`src/rtl/env_pkg.sv`:
```
package env_pkg;

    // Controller states: direction of travel, or no travel at all.
    typedef enum logic [1:0] {
        ENV_FROZEN = 2'd0,
        ENV_RISE   = 2'd1,
        ENV_FALL   = 2'd2
    } env_state_e;

    // Shape register layout, bit 3 down to bit 0.
    typedef struct packed {
        logic cont;    // bit 3: keep going after the first ramp
        logic attack;  // bit 2: first ramp rises
        logic alt;     // bit 1: flip direction at each ramp end
        logic hold;    // bit 0: freeze after the first ramp
    } env_shape_t;

endpackage

```
`src/rtl/env_prescale.sv`:
```
module env_prescale #(
    parameter int DIV = 16
) (
    input  logic clk,
    input  logic rst_n,
    input  logic restart,
    output logic tick
);
    localparam int CW = (DIV > 1) ? $clog2(DIV) : 1;
    localparam logic [CW-1:0] LAST = CW'(DIV - 1);

    logic [CW-1:0] cnt_q;

    assign tick = (cnt_q == LAST);

    always_ff @(posedge clk) begin
        if (!rst_n) begin
            cnt_q <= '0;
        end else if (restart || tick) begin
            cnt_q <= '0;
        end else begin
            cnt_q <= cnt_q + CW'(1);
        end
    end
endmodule

```
`src/rtl/env_period_div.sv`:
```
module env_period_div #(
    parameter int PW = 16
) (
    input  logic          clk,
    input  logic          rst_n,
    input  logic          restart,
    input  logic          tick,
    input  logic          per_wr,
    input  logic [PW-1:0] per_data,
    output logic          step
);
    logic [PW-1:0] per_q;
    logic [PW-1:0] cnt_q;
    logic [PW-1:0] limit;
    logic          expire;

    // A zero period counts as one.
    assign limit  = (per_q == '0) ? '0 : (per_q - PW'(1));
    assign expire = tick && (cnt_q >= limit);
    assign step   = expire && !restart;

    always_ff @(posedge clk) begin
        if (!rst_n) begin
            per_q <= '0;
        end else if (per_wr) begin
            per_q <= per_data;
        end
    end

    always_ff @(posedge clk) begin
        if (!rst_n) begin
            cnt_q <= '0;
        end else if (restart) begin
            cnt_q <= '0;
        end else if (tick) begin
            cnt_q <= expire ? '0 : (cnt_q + PW'(1));
        end
    end
endmodule

```
`src/rtl/env_shape_fsm.sv`:
```
module env_shape_fsm
    import env_pkg::*;
#(
    parameter int LW = 4
) (
    input  logic          clk,
    input  logic          rst_n,
    input  logic          step,
    input  logic          restart,
    input  env_shape_t    shape_in,
    output logic [LW-1:0] level,
    output logic          frozen,
    output env_shape_t    shape_q
);
    localparam logic [LW-1:0] LMAX = '1;
    localparam logic [LW-1:0] LMIN = '0;

    env_state_e    state_q, state_d;
    env_shape_t    shape_d;
    logic [LW-1:0] level_q, level_d;
    logic          at_end;
    logic          going_up;
    logic          next_up;

    assign going_up = (state_q == ENV_RISE);
    assign at_end   = (state_q == ENV_RISE && level_q == LMAX) ||
                      (state_q == ENV_FALL && level_q == LMIN);
    assign next_up  = going_up ^ shape_q.alt;

    always_comb begin
        state_d = state_q;
        level_d = level_q;
        shape_d = shape_q;
        if (restart) begin
            shape_d = shape_in;
            state_d = shape_in.attack ? ENV_RISE : ENV_FALL;
            level_d = shape_in.attack ? LMIN : LMAX;
        end else if (step) begin
            unique case (state_q)
                ENV_RISE, ENV_FALL: begin
                    if (!at_end) begin
                        level_d = going_up ? (level_q + LW'(1)) : (level_q - LW'(1));
                    end else if (!shape_q.cont) begin
                        state_d = ENV_FROZEN;
                        level_d = LMIN;
                    end else if (shape_q.hold) begin
                        state_d = ENV_FROZEN;
                        level_d = next_up ? LMAX : LMIN;
                    end else begin
                        state_d = next_up ? ENV_RISE : ENV_FALL;
                        level_d = next_up ? LMIN : LMAX;
                    end
                end
                ENV_FROZEN: begin
                    state_d = ENV_FROZEN;
                end
                default: begin
                    state_d = ENV_FROZEN;
                    level_d = LMIN;
                end
            endcase
        end
    end

    // State register
    always_ff @(posedge clk) begin
        if (!rst_n) begin
            state_q <= ENV_FROZEN;
            shape_q <= '0;
        end else begin
            state_q <= state_d;
            shape_q <= shape_d;
        end
    end

    // Output register
    always_ff @(posedge clk) begin
        if (!rst_n) begin
            level_q <= LMIN;
        end else begin
            level_q <= level_d;
        end
    end

    assign level  = level_q;
    assign frozen = (state_q == ENV_FROZEN);
endmodule

```
`src/rtl/env_gen.sv`:
```
module env_gen
    import env_pkg::*;
#(
    parameter int PRESCALE = 16,
    parameter int PERIOD_W = 16,
    parameter int LEVEL_W  = 4
) (
    input  logic                clk,
    input  logic                rst_n,
    input  logic                period_wr,
    input  logic [PERIOD_W-1:0] period_data,
    input  logic                shape_wr,
    input  logic [3:0]          shape_data,
    output logic [LEVEL_W-1:0]  env_level
);
    logic       tick;
    logic       step;
    logic       frozen;
    env_shape_t shape_q;

    env_prescale #(.DIV(PRESCALE)) u_pre (
        .clk     (clk),
        .rst_n   (rst_n),
        .restart (shape_wr),
        .tick    (tick)
    );

    env_period_div #(.PW(PERIOD_W)) u_div (
        .clk      (clk),
        .rst_n    (rst_n),
        .restart  (shape_wr),
        .tick     (tick),
        .per_wr   (period_wr),
        .per_data (period_data),
        .step     (step)
    );

    env_shape_fsm #(.LW(LEVEL_W)) u_fsm (
        .clk      (clk),
        .rst_n    (rst_n),
        .step     (step),
        .restart  (shape_wr),
        .shape_in (env_shape_t'(shape_data)),
        .level    (env_level),
        .frozen   (frozen),
        .shape_q  (shape_q)
    );
endmodule

```
`config.mk`:
```
export PLATFORM = sky130hd
export DESIGN_NAME = env_gen
export DESIGN_NICKNAME = d
export VERILOG_FILES = /design/src/rtl/env_pkg.sv /design/src/rtl/env_prescale.sv /design/src/rtl/env_period_div.sv /design/src/rtl/env_shape_fsm.sv /design/src/rtl/env_gen.sv
export SDC_FILE = /design/constraint.sdc
export NUM_CORES = 1
export LEC_CHECK = 0
export BUFFER_PORTS_ARGS = -buffer_cell sky130_fd_sc_hd__buf_4
export CAP_MARGIN = 20
export CELL_PAD_IN_SITES_DETAIL_PLACEMENT = 1
export CELL_PAD_IN_SITES_GLOBAL_PLACEMENT = 2
export CORE_MARGIN = 3
export CORE_UTILIZATION = 37
export CTS_CLUSTER_DIAMETER = 80
export CTS_CLUSTER_SIZE = 30
export DETAILED_ROUTE_END_ITERATION = 7
export PLACE_DENSITY = 0.83
export SKIP_LAST_GASP = 1
export SLEW_MARGIN = 15
export SYNTH_ARGS = -nofsm -noshare
export SYNTH_HDL_FRONTEND = slang
export SYNTH_SLANG_ARGS = --single-unit
```
`constraint.sdc`:
```
create_clock -name clk -period 3.5 [get_ports clk]
set_input_delay 0.175 -clock clk [delete_from_list [all_inputs] [get_ports clk]]
set_output_delay 0.175 -clock clk [all_outputs]
set_load 0.1 [all_outputs]
```
[Word-level counts from Yosys, hierarchy flattened]
Cells that the tools add are included.
Cells by class
  add/sub/neg operators: 5
  shifts and indexed selects: 0
  magnitude comparators: 1
  muxes and demuxes: 20
  equal/unequal tests: 6
  divide/modulo/power cells: 0
  reduce and logical (&&, ||, !) cells: 16
  bitwise operators: 2
  $mul: 0
Operators by type and width (number)
  2-to-1 mux 4 bit: 9
  2-to-1 mux 16 bit: 2
  adder 16 x 1 -> 16 bit, second input constant: 1
  greater-or-equal comparator 16 bit: 1
  logical NOT 16 bit: 1
  2-to-1 mux 2 bit: 8
  subtractor 16 x 1 -> 16 bit, second input constant: 1
  adder 4 x 1 -> 4 bit, second input constant: 2
  equality test 4 bit, second input constant: 2
  case mux 4 bit (2 select lines): 1
  OR reduction 2 bit: 3
  logical AND 1 bit: 4
  logical NOT 4 bit: 1
  AND reduction 2 bit: 2
  subtractor 4 x 1 -> 4 bit, second input constant: 1
  inequality test 3 x 2 -> 1 bit, second input constant: 1
  equality test 2 x 1 -> 1 bit, second input constant: 1
  equality test 2 bit, second input constant: 1
  logical NOT 2 bit: 1
  logical OR 1 bit: 2
  inequality test 2 bit, second input constant: 1
  nonzero test 2 bit: 1
  logical NOT 1 bit: 1
  inverter 1 bit: 1
  bitwise XOR 1 bit: 1
Word-level totals
  flip-flop bits (word level): 45
  word-level logic and storage cells: 58
  bits in read-only memories: 0
  latch bits: 0
  output and inout bits: 4
  bits in writable memories: 0
  bits of input ports: 24
  memories kept: 0

[Depth between registers and ports, before layout]
Gate-level depths: netlist of run 1.
  depth in word-level cells: 9
  gate-level depth with buffers: 14
  gate-level depth less buffers: 13

[By module]
A second synthesis of run 1 with hierarchy kept.
Unflattened totals
  cell total of the unflattened synthesis: 323
  area, all modules: 2920.3 um^2
Modules (own cells, without submodules)
  env_period_div: area each 2034.5 um^2, cells an instance 231, times used 1
  env_shape_fsm: area each 723.2 um^2, cells an instance 77, times used 1
  env_prescale: area each 162.7 um^2, cells an instance 15, times used 1

[Worst setup path before layout of run 1]
OpenSTA, ideal clock, no wires.
  path kind: flip-flop to flip-flop
  from: register u_div.per_q[2]
  to: register u_fsm.state_q[1]
  clock period less this slack: 3.194 ns
  stages on the path, launching flop included: 13
  slack: 0.306 ns
  arrival: 3.072 ns
  path through: dfxtp_1 or4_4 nor3_4 nand2_1 nor3_1 xor2_1 nand2_1 ha_1 a21o_1 a21o_1 a2111oi_2 a221oi_1 o311a_1
Between the ends
  word-level cells in the longest chain between the ends: 7
  elaborated cells between the ends (all ways): 8
  those cells by class: add/sub (1); order compare (1); mux (1); reduce/logical (5)
RTL lines
  start, declared: line env_period_div.sv:12  | logic [PW-1:0] per_q;
  start signal, assigned: line env_period_div.sv:26  | per_q <= per_data;
  subtractor 16 x 1 -> 16 bit or logical NOT 16 bit (tied branches): line env_period_div.sv:18  | assign limit = (per_q == '0) ? '0 : (per_q - PW'(1));
  2-to-1 mux 16 bit *: line env_period_div.sv:18
  greater-or-equal comparator 16 bit *: line env_period_div.sv:19  | assign expire = tick && (cnt_q >= limit);
  logical AND 1 bit *: line env_period_div.sv:19
  logical AND 1 bit *: line env_period_div.sv:20  | assign step = expire && !restart;
  nonzero test 2 bit (no source line) *
  AND reduction 2 bit (no source line) *
  end signal, assigned: line env_shape_fsm.sv:71  | state_q <= state_d;
  end, declared: line env_shape_fsm.sv:18  | env_state_e state_q, state_d;
Every way passes the cells marked *; elsewhere a longest branch is shown, timed or not.
A chain may end at the register's enable or synchronous reset.

[Final worst setup path of run 1]
  from: register u_div.per_q[2]
  to: register u_fsm.state_q[0]
The elaborated chain is that of the path after synthesis.

==> implementation parameters, run 1 <==
Parameter                              Value

Outcome
  Outcome ... finished clean

Timing
  Remaining max-slew budget at the tightest pin ... 58.6%
  Slew Viols, Final ... 0
  Post-route fraction of the period consumed by the critical path ... 99.0%
  Count of final hold-check violations ... 0
  Worst Hold Slack ... 125 ps
  Minimum clock period after layout ... 3460 ps
  Setup repair after global routing missed its margin ... yes
  Slew at the pin closest to its max-slew limit ... 616 ps
  Final setup violation count ... 0
  Worst Slack Setup Final ... 36.7 ps
  Highest clock frequency the design can meet ... 289 MHz
  Setup TNS Final ... 0 ps
  Final Skew ... 6.44 ps

Synth
  Number of synthesized flops with an enable pin ... 0
  Number of instances in the synthesized netlist ... 312
  Mapped Area ... 0.00280 mm2
  Synthesized area per cell ... 8.96 um2
  Async S/R FF share, synth ... 0%
  Area contributors post-synth ... sky130_fd_sc_hd__dfxtp_1 (32%), sky130_fd_sc_hd__ha_1 (12%), sky130_fd_sc_hd__mux2i_1 (7.9%), sky130_fd_sc_hd__xor2_1 (7.2%), sky130_fd_sc_hd__nor2b_1 (5.1%)
  Top-area cell type share of the netlist area ... 32.2%
  Sequential fraction of the synthesis area ... 32.2%
  Synthesis-stage register bit count ... 45
  Synthesis warning total ... 0
  Most frequently used flop master after synthesis ... sky130_fd_sc_hd__dfxtp_1
  Synth unique cells ... 45
  Post-Synthesis Net Count ... 364
  Dominant cell type by area after synthesis ... sky130_fd_sc_hd__dfxtp_1

Finish
  Final antenna diode count ... 0
  Footprint of the flip-flops and latches ... 903 um2
  Area taken by multi-input logic gates ... 0.00191 mm2
  Final standard cell count with taps included and fillers excluded ... 452
  Layout fillers ... 904
  Number of nets in the final layout ... 404
  Layout area overhead ... 21.3%
  Layout cells sized above 1 ... 20.7%

Clock tree
  Clock tree from TritonCTS ... built
  Max Root-Sink Buffers ... 2
  Clock latency on the worst-skew pair ... 300 ps
  H-tree levels ... 2
  Clock buffers created by TritonCTS ... 5
  Clk slew on worst S/H paths ... 90 ps
  Root Buffer Master ... sky130_fd_sc_hd__clkbuf_8
  Sink count of the clock tree ... 45

Routing
  DRT met1 WL ... 3200 um
  Highest metal layer with signal wires ... met4
  Via count ... 2272
  DRT antenna net count ... 0
  Starting DRC count in detailed routing ... 89
  Residual DRC ... 0
  Metal3 WL ... 145 um
  Routed via count divided by cell count ... 5.03
  DR WL met2 ... 2910 um
  Drt wl/cell ... 14.0 um
  Wirelength, routed ... 6350 um
  Number of iterations in the first detailed-routing pass ... 4

Global route
  Overall overflow remaining after global route ... 0
  Number of global-route vias before repair ... 2297
  Pin count of the biggest net entering global routing ... 31
  First-pass GRT wire length ... 10800 um
  All-layer global routing usage ... 15.4%
  Initial antenna violation count ... 0

Floorplan
  CORE AREA ... 0.00729 mm2
  Width of the die ... 92.9 um
  Initial core utilization ... 38.3%
  Floorplan die area ... 0.00864 mm2
  Ports placed on the boundary ... 28
  Die Y ... 92.9 um
  Number of rows in the core area ... 31

Place
  Setup WS pre-CTS ... -45.1 ps
  Gpl congestion ... 0.740
  Placed cell count ... 439
  HPWL reported at the end of detailed placement ... 4880 um
  Count of input and output buffers ... 27

Worst setup path
  Buffer and inverter count on the worst path ... 1
  CP Cell Sequence ... or4_4 > nor3_4 > nand2_2 > nor3_2 > xor2_1 > nand2_1 > ha_4 > nand4_1 > buf_4 > nor3_4 > a2111oi_4 > a221oi_2 > nor3_1 > a211oi_1
  Category of the most critical setup path ... flop to flop
  Most repeated library cell on the critical path ... sky130_fd_sc_hd__nor3_4
  CP top delay family ... simple AND/OR/NAND/NOR gates
  Biggest fanout along the worst timing path ... 4
  Endpoint required time on the critical path ... 3710 ps
  Critical path's slowest cell ... sky130_fd_sc_hd__or4_4
  Critical Path Sink Type ... flop
  CP Data Arrival Time ... 3670 ps
  Startpoint Class ... flop
  Crit-path max cell delay ... 560 ps
  Worst reg2reg setup slack ... 40 ps

Power
  Leakage dissipation ... 1.50 nW
  P per Cell Area ... 354 mW/mm2
  Worst VDD drop ... 0.167 mV

Run
  Maximum Capacitance Violations ... 0

Worst hold path
  Path category of the worst min-delay check ... input port to flop
==> logic make-up after synthesis <==
logic type      synth area share, %
xor+xnor                       10.3
buf+inv                        2.91
fa+ha+maj                      12.8
flops                          32.2
compound gates                 8.28
mux                            7.87
simple gates                   25.6
==> worst register-to-register path, delay by kind of cell, from the launching register on <==
kind,cells,cell delay [ps]
and+or+nand+nor,8,1670
AOI/OAI and AO/OA,3,700
DFF,1,330
adders and majority gates,1,290
buffers and inverters,1,210
xor gates and xnor gates,1,180
==> synth_stat cells, types with 5 or more instances <==
cell / number
sky130_fd_sc_hd__dfxtp_1: 45
sky130_fd_sc_hd__nand3_1: 11
sky130_fd_sc_hd__nand2_1: 34
sky130_fd_sc_hd__clkbuf_1: 5
sky130_fd_sc_hd__xor2_1: 23
sky130_fd_sc_hd__inv_1: 11
sky130_fd_sc_hd__a21oi_1: 9
sky130_fd_sc_hd__ha_1: 27
sky130_fd_sc_hd__nor3_1: 5
sky130_fd_sc_hd__xnor2_1: 10
sky130_fd_sc_hd__mux2i_1: 22
sky130_fd_sc_hd__nand4_1: 5
sky130_fd_sc_hd__nor2_1: 27
sky130_fd_sc_hd__o21ai_0: 6
sky130_fd_sc_hd__nor2b_1: 23
==> metal layers <==
layer  vias up  track usage (%)
met5         -                0
met4         0             5.13
met3         7             2.76
met2        21             24.0
met1      1083             21.5
li1       1161                -
==> metrics by stage <==
step                      utilization [%]  instance area, um2  power, mW
after global placement               43.4                3160      0.831
after CTS                            44.7                3260       1.19
after global routing                 46.5                3390       1.28
final                                46.5                3390       1.20
after detailed placement             43.4                3160      0.842
after floorplan                         -                2800      0.760
==> worst paths after layout <==
path,startpoint,endpoint,cells after the start
worst min register to register,u_pre.cnt_q[0],u_pre.cnt_q[0],1
worst min-delay path,period_data[11],u_div.per_q[11],3
worst max-delay path,u_div.per_q[2],u_fsm.state_q[0],14
worst max register to register,u_div.per_q[2],u_fsm.state_q[0],14
==> state kept, by name, summed over array words and instances (netlist names) <==
name / count
u_div.cnt_q: 16
u_div.per_q: 16
u_fsm.level: 4
u_fsm.shape_q: 3
u_fsm.state_q: 2
u_pre.cnt_q: 4
==> layout by cell type, fill, tap and decap left out, drive strengths merged, types with 2 or more instances in the layout <==
cell	instances
ha	27
nand2b	4
o21ai	7
mux2i	22
or4	2
buf	41
nand4b	2
nand3	11
nor2	28
inv	11
dfxtp	45
xnor2	10
nor3	7
a21oi	9
a211oi	3
o311a	2
nor2b	23
clkinv	2
nor4	4
and2	4
a21o	3
nand2	34
clkbuf	6
nand4	5
and4	2
and3	4
xor2	23
==> power by group <==
| part | internal [mW] | switching (mW) |
|---|---|---|
| logic | 0.139 | 0.168 |
| clock network | 0.160 | 0.181 |
| registers | 0.531 | 0.0231 |
| total | 0.830 | 0.373 |
==> layout make-up <==
type	instances	area share [%]
clock buffers	6	2.43
clock inverters	2	0.406
inverters	11	1.22
multi-input cells	248	56.2
flip-flops and latches	45	26.6
well taps	99	3.65
repair buffers	41	9.44
==> repair_timing <==
| action | CTS | global route |
|---|---|---|
| pin swaps | 0 | 9 |
| hold buffers | 0 | 0 |
| setup buffers | 0 | 5 |
| setup endpoints to repair | 6 | 22 |
| resized for setup | 0 | 16 |
No activity file was read; power rests on OpenSTA's default activity.
==> inputs of run 2 (changes only) <==
Settings changed: SETUP_SLACK_MARGIN set to 0.4.
==> implementation parameters, run 2 (synthesis results as in run 1) <==
Parameter                              Value

Worst hold path
  Startpoint of the tightest hold check path ... shape_data[0]
  Path category of the worst min-delay check ... input port to flop

Worst setup path
  Endpoint required time on the critical path ... 3700 ps
  Most repeated library cell on the critical path ... sky130_fd_sc_hd__buf_4
  R2R depth ... 15
  Biggest fanout along the worst timing path ... 7
  CP Cell Sequence ... or4_4 > nor3_4 > buf_4 > nand3_1 > xnor2_2 > nand2_1 > ha_1 > nand4_1 > buf_4 > nor2_2 > a32oi_2 > and2_4 > o21ai_4 > clkbuf_16 > nor2_1
  Category of the most critical setup path ... flop to flop
  Worst setup path endpoint ... u_div.cnt_q[3]
  Startpoint Class ... flop
  Worst reg2reg setup slack ... 110 ps
  Crit-path max cell delay ... 560 ps
  Worst reg2reg startpoint ... u_div.per_q[2]
  CP Data Arrival Time ... 3590 ps
  Launch point of the worst path ... u_div.per_q[2]
  Critical Path Sink Type ... flop
  Critical path's slowest cell ... sky130_fd_sc_hd__or4_4
  Critical R2R Capture ... u_div.cnt_q[3]

Place
  Count of input and output buffers ... 27
  HPWL reported at the end of detailed placement ... 4940 um
  DP Area ... 0.00319 mm2
  Gpl congestion ... 0.743

Finish
  Layout fillers ... 884
  Final antenna diode count ... 0
  Layout area overhead ... 22.7%
  Leading cell types in the layout, fill and taps excluded ... sky130_fd_sc_hd__dfxtp_1 (43), sky130_fd_sc_hd__buf_4 (42), sky130_fd_sc_hd__nand2_1 (32)
  Post-route cell area ... 0.00343 mm2
  Number of nets in the final layout ... 407
  Commonest non-fill, non-tap cell in the layout ... sky130_fd_sc_hd__dfxtp_1
  Footprint of the flip-flops and latches ... 903 um2
  Regs by FF count ... u_div.cnt_q (16), u_div.per_q (16)
  Layout cells sized above 1 ... 21.6%
  Final core occ ... 47.0%
  Area taken by multi-input logic gates ... 0.00192 mm2

Clock tree
  Root Buffer Master ... sky130_fd_sc_hd__clkbuf_8
  Clock tree from TritonCTS ... built
  Clock latency on the worst-skew pair ... 300 ps
  Clk slew on worst S/H paths ... 80 ps
  Clock buffers created by TritonCTS ... 5
  Sink count of the clock tree ... 45
  H-tree levels ... 2
  Max Root-Sink Buffers ... 2

Global route
  All-layer global routing usage ... 16.6%
  First-pass GRT wire length ... 11500 um
  Initial antenna violation count ... 0
  Overall overflow remaining after global route ... 0
  Pin count of the biggest net entering global routing ... 31
  Number of global-route vias before repair ... 2352

Timing
  Slew Viols, Final ... 0
  Highest clock frequency the design can meet ... 295 MHz
  Count of final hold-check violations ... 0
  Final Skew ... 7.60 ps
  Post-route fraction of the period consumed by the critical path ... 96.9%
  Minimum clock period after layout ... 3390 ps
  Remaining max-slew budget at the tightest pin ... 60.0%
  Final setup violation count ... 0
  Setup repair after global routing missed its margin ... yes
  Slew at the pin closest to its max-slew limit ... 600 ps

Routing
  Via count ... 2268
  Routed via count divided by cell count ... 4.98
  DRT antenna net count ... 0
  Starting DRC count in detailed routing ... 60
  Residual DRC ... 0
  Wirelength, routed ... 6540 um
  Drt wl/cell ... 14.4 um
  Number of iterations in the first detailed-routing pass ... 4

Floorplan
  Width of the die ... 92.9 um
  Number of rows in the core area ... 31
  Floorplan die area ... 0.00864 mm2
  CORE AREA ... 0.00729 mm2
  Initial core utilization ... 38.3%
  Ports placed on the boundary ... 28
  Die Y ... 92.9 um

Power
  Leakage dissipation ... 1.52 nW
  Worst VDD drop ... 0.204 mV
  P per Cell Area ... 344 mW/mm2

Run
  Maximum Capacitance Violations ... 0

Outcome
  Outcome ... finished clean
[run 2: changes by cell type in the layout (fill, tap and decap cells not counted), moves of 2 or more]
cell                       delta
sky130_fd_sc_hd__nor3_2       +2
sky130_fd_sc_hd__clkbuf_1     +3
sky130_fd_sc_hd__a21oi_2      +2
sky130_fd_sc_hd__a21oi_1      -2
sky130_fd_sc_hd__buf_4        +2
[run 2: metrics by stage]
stage                     setup WS [ps]  power, mW  instances  setup TNS, ps  hold WS [ps]
final                               108       1.18        455              0           125
after floorplan                     384      0.766        312              0           344
after global placement              194      0.837        436              0           429
after detailed placement           89.5      0.847        436              0           442
after global routing               -124       1.26        455          -1970           127
after CTS                           144       1.20        455              0           126
[run 2: area by class of cell]
cell class / instances / area share [%]
Inverter: 11 / 1.20
Sequential cell: 45 / 26.3
Multi-Input combinational cell: 248 / 56.0
Timing Repair Buffer: 44 / 10.5
Tap cell: 99 / 3.61
Clock buffer: 8 / 2.33
[run 2: critical path, delay by kind of cell, from the launching register on]
| kind | cells | cell delay, ps |
|---|---|---|
| AO/OA/AOI/OAI | 2 | 330 |
| XOR/XNOR | 1 | 190 |
| adder cells (fa/ha/maj) | 1 | 340 |
| buffers and inverters | 3 | 550 |
| flip-flops | 1 | 330 |
| AND/OR/NAND/NOR | 8 | 1540 |
[run 2: worst min path at each step]
stage                            end  cells after the start
global placement      u_div.per_q[5]                      3
finish              u_fsm.shape_q[0]                      3
detailed placement   u_div.per_q[12]                      3
floorplan             u_div.per_q[9]                      2
global route         u_div.per_q[12]                      3
CTS                  u_div.per_q[12]                      3
[run 2: repair_timing]
action                                  CTS  global route
resized for setup                         9             4
setup buffers                            10             0
endpoints found under the setup margin   22            22
hold buffers                              0             0
pin swaps                                 3             1
cloned                                    1             0
[run 2: where the power goes]
part | switching, mW | total (mW) | internal, mW
combinational | 0.166 | 0.311 | 0.144
clock | 0.174 | 0.316 | 0.142
sequential | 0.0239 | 0.555 | 0.531
[run 2: metal layers]
layer  GRT usage (%)  vias to the layer above  share of wire [%]
met5               0                        -                  0
met4            4.40                        0                1.2
met3            3.17                        6                2.3
met2            26.5                       25                 47
met1            23.0                     1076                 49
li1                -                     1161                  -
==> inputs of run 3 (changes only) <==
Settings changed: ABC_AREA set to 1, CORE_UTILIZATION 37 to 33, PLACE_DENSITY 0.83 to 0.82, RECOVER_POWER set to 100.
==> implementation parameters, run 3 <==
Parameter                              Value

Outcome
  Outcome ... finished clean

Timing
  Highest clock frequency the design can meet ... 341 MHz
  Post-route fraction of the period consumed by the critical path ... 83.8%
  Slew Viols, Final ... 0
  Final setup violation count ... 0
  Final Skew ... 6.08 ps
  Slew at the pin closest to its max-slew limit ... 1180 ps
  Minimum clock period after layout ... 2930 ps
  Count of final hold-check violations ... 0
  Remaining max-slew budget at the tightest pin ... 21.9%
  Setup TNS Final ... 0 ps
  Setup repair after global routing missed its margin ... no

Routing
  Routed via count divided by cell count ... 4.84
  Starting DRC count in detailed routing ... 46
  Drt wl/cell ... 13.1 um
  DRT antenna net count ... 0
  Via count ... 2618
  Number of iterations in the first detailed-routing pass ... 4
  Wirelength, routed ... 7080 um
  Residual DRC ... 0

Finish
  Final antenna diode count ... 0
  Layout fillers ... 1079
  Number of nets in the final layout ... 488
  Leading cell types in the layout, fill and taps excluded ... sky130_fd_sc_hd__nand2_1 (70), sky130_fd_sc_hd__nor2_1 (65), sky130_fd_sc_hd__dfxtp_1 (45)
  Layout area overhead ... 14.8%
  Regs by FF count ... u_div.cnt_q (16), u_div.per_q (16)
  Footprint of the flip-flops and latches ... 901 um2
  Post-route cell area ... 0.00329 mm2
  Commonest non-fill, non-tap cell in the layout ... sky130_fd_sc_hd__nand2_1
  Layout cells sized above 1 ... 11.5%
  Area taken by multi-input logic gates ... 0.00182 mm2

Floorplan
  CORE AREA ... 0.00834 mm2
  Die Y ... 99.2 um
  Ports placed on the boundary ... 28
  Width of the die ... 99.2 um
  Initial core utilization ... 34.3%
  Number of rows in the core area ... 33
  Floorplan die area ... 0.00983 mm2

Place
  Gpl congestion ... 0.795
  HPWL reported at the end of detailed placement ... 5600 um
  DP Area ... 0.00317 mm2
  Count of input and output buffers ... 27

Synth
  Top-area cell type share of the netlist area ... 31.5%
  Post-Synthesis Net Count ... 460
  Synthesis warning total ... 0
  Synthesis-stage register bit count ... 45
  Leading cell types by count after synthesis ... sky130_fd_sc_hd__nand2_1 (71), sky130_fd_sc_hd__nor2_1 (65), sky130_fd_sc_hd__dfxtp_1 (45)
  Area contributors post-synth ... sky130_fd_sc_hd__dfxtp_1 (31%), sky130_fd_sc_hd__ha_1 (12%), sky130_fd_sc_hd__nand2_1 (9.3%), sky130_fd_sc_hd__nor2_1 (8.5%), sky130_fd_sc_hd__a21oi_1 (5.9%)
  Mapped Area ... 0.00286 mm2
  Async S/R FF share, synth ... 0%
  Synthesized area per cell ... 7.02 um2
  Most frequently used flop master after synthesis ... sky130_fd_sc_hd__dfxtp_1
  Number of instances in the synthesized netlist ... 408
  Top-count cell post-synth ... sky130_fd_sc_hd__nand2_1
  Number of synthesized flops with an enable pin ... 0
  Synth unique cells ... 37
  Sequential fraction of the synthesis area ... 31.5%
  Dominant cell type by area after synthesis ... sky130_fd_sc_hd__dfxtp_1

Clock tree
  Clk slew on worst S/H paths ... 90 ps
  H-tree levels ... 2
  Root Buffer Master ... sky130_fd_sc_hd__clkbuf_8
  CTS Hold Bufs ... 0
  Sink count of the clock tree ... 45
  Clock tree from TritonCTS ... built
  Clock latency on the worst-skew pair ... 290 ps
  Max Root-Sink Buffers ... 2
  Clock buffers created by TritonCTS ... 5

Worst setup path
  Worst reg2reg setup slack ... 570 ps
  Startpoint Class ... flop
  CP Data Arrival Time ... 3130 ps
  Worst reg2reg startpoint ... u_div.per_q[0]
  Endpoint required time on the critical path ... 3690 ps
  Biggest fanout along the worst timing path ... 8
  Crit-path max cell delay ... 330 ps
  Buffer and inverter count on the worst path ... 2
  Critical path's slowest cell ... sky130_fd_sc_hd__clkbuf_1
  R2R depth ... 18
  Critical R2R Capture ... u_fsm.level[0]
  CP top delay family ... simple AND/OR/NAND/NOR gates
  Category of the most critical setup path ... flop to flop
  Most repeated library cell on the critical path ... sky130_fd_sc_hd__nand2_1
  CP Cell Sequence ... inv_1 > nand2_1 > nor3_4 > nand3_1 > nor2_1 > nand3_1 > xor2_1 > nand2_1 > ha_1 > a21oi_1 > o21ai_0 > nor2_1 > nand2_1 > nand3b_1 > clkbuf_1 > nand3_1 > nand2_1 > nor2_1
  Critical Path Sink Type ... flop

Worst hold path
  Startpoint of the tightest hold check path ... period_data[3]
  Path category of the worst min-delay check ... input port to flop
  End point of the worst hold path ... u_div.per_q[3]
  Hold Path Stages ... 3

Run
  Maximum Capacitance Violations ... 0

Global route
  Initial antenna violation count ... 0
  First-pass GRT wire length ... 12300 um
  Number of global-route vias before repair ... 2655
  Pin count of the biggest net entering global routing ... 26
  All-layer global routing usage ... 15.0%
  Overall overflow remaining after global route ... 0

Power
  P per Cell Area ... 351 mW/mm2
  Leakage dissipation ... 1.47 nW
  Worst VDD drop ... 0.133 mV
-- run 3: changes by cell type after synthesis, sizes merged, moves of 8 or more --
| cell | change |
|---|---|
| xor2 | -11 |
| mux2i | -22 |
| o21ai | +19 |
| xnor2 | -8 |
| nand2 | +38 |
| nand3 | +19 |
| a21oi | +25 |
| nor2b | -23 |
| inv | +34 |
| nor2 | +42 |
-- run 3: final cells by class --
type / instances / area share, %
Sequential cell: 45 / 27.4
Tap cell: 105 / 4.00
Multi-Input combinational cell: 310 / 55.3
Timing Repair Buffer: 28 / 5.48
Clock buffer: 7 / 2.63
Inverter: 46 / 5.25
-- run 3: kinds of logic after synthesis --
| group | count (synthesis) | share of synthesized area (%) |
|---|---|---|
| buffers and inverters | 53 | 6.99 |
| flip-flops | 45 | 31.5 |
| XOR/XNOR | 14 | 4.28 |
| adder cells (fa/ha/maj) | 28 | 12.5 |
| AND/OR/NAND/NOR | 201 | 32.3 |
| AO/OA/AOI/OAI | 67 | 12.5 |
-- run 3: routing by layer --
layer	vias up	wire (um)	share of wire [%]	global-route usage (%)
met5	-	0	0	0
met1	1195	3780	53	21.5
li1	1399	-	-	-
met3	4	141	2.0	2.38
met2	20	3110	44	23.9
met4	0	55	0.78	3.15
-- run 3: power breakdown --
part | switching [mW] | total (mW) | internal (mW)
sequential | 0.0250 | 0.559 | 0.534
combinational | 0.167 | 0.265 | 0.0973
clock | 0.173 | 0.330 | 0.157
total | 0.366 | 1.15 | 0.788
-- run 3: stage by stage --
stage | std cells | hold slack, ps | utilization [%] | setup slack, ps | total power [mW]
after floorplan | 408 | 310 | - | 944 | 0.752
after global placement | 533 | 396 | 38.0 | 422 | 0.822
after detailed placement | 533 | 403 | 38.0 | 344 | 0.831
after CTS | 540 | 94.0 | 39.1 | 471 | 1.17
after global routing | 541 | 100 | 39.4 | 213 | 1.23
final | 541 | 102 | 39.4 | 565 | 1.15
-- run 3: timing repair --
| action | in CTS | in global routing |
|---|---|---|
| endpoints found under the setup margin | 7 | 20 |
| setup buffers | 0 | 1 |
| gates cloned | 0 | 0 |
| gates resized for setup | 1 | 11 |
-- run 3: worst max path at each step --
stage	end	depth (start not counted)	slack (ps)	startpoint
final	u_fsm.level[0]	18	570	u_div.per_q[0]
after CTS	u_div.cnt_q[10]	15	470	u_div.per_q[0]
after detailed placement	u_div.cnt_q[10]	15	340	u_div.per_q[0]
after global placement	u_div.cnt_q[10]	14	420	u_div.per_q[9]
after global routing	u_fsm.level[1]	18	210	u_div.per_q[2]
after floorplan	u_div.cnt_q[14]	20	940	u_div.per_q[0]
-- run 3: tightest hold or removal path: stages --
cell	delay, ps
sky130_fd_sc_hd__buf_4	80
sky130_fd_sc_hd__nor2_1	30
sky130_fd_sc_hd__nor2_1	80
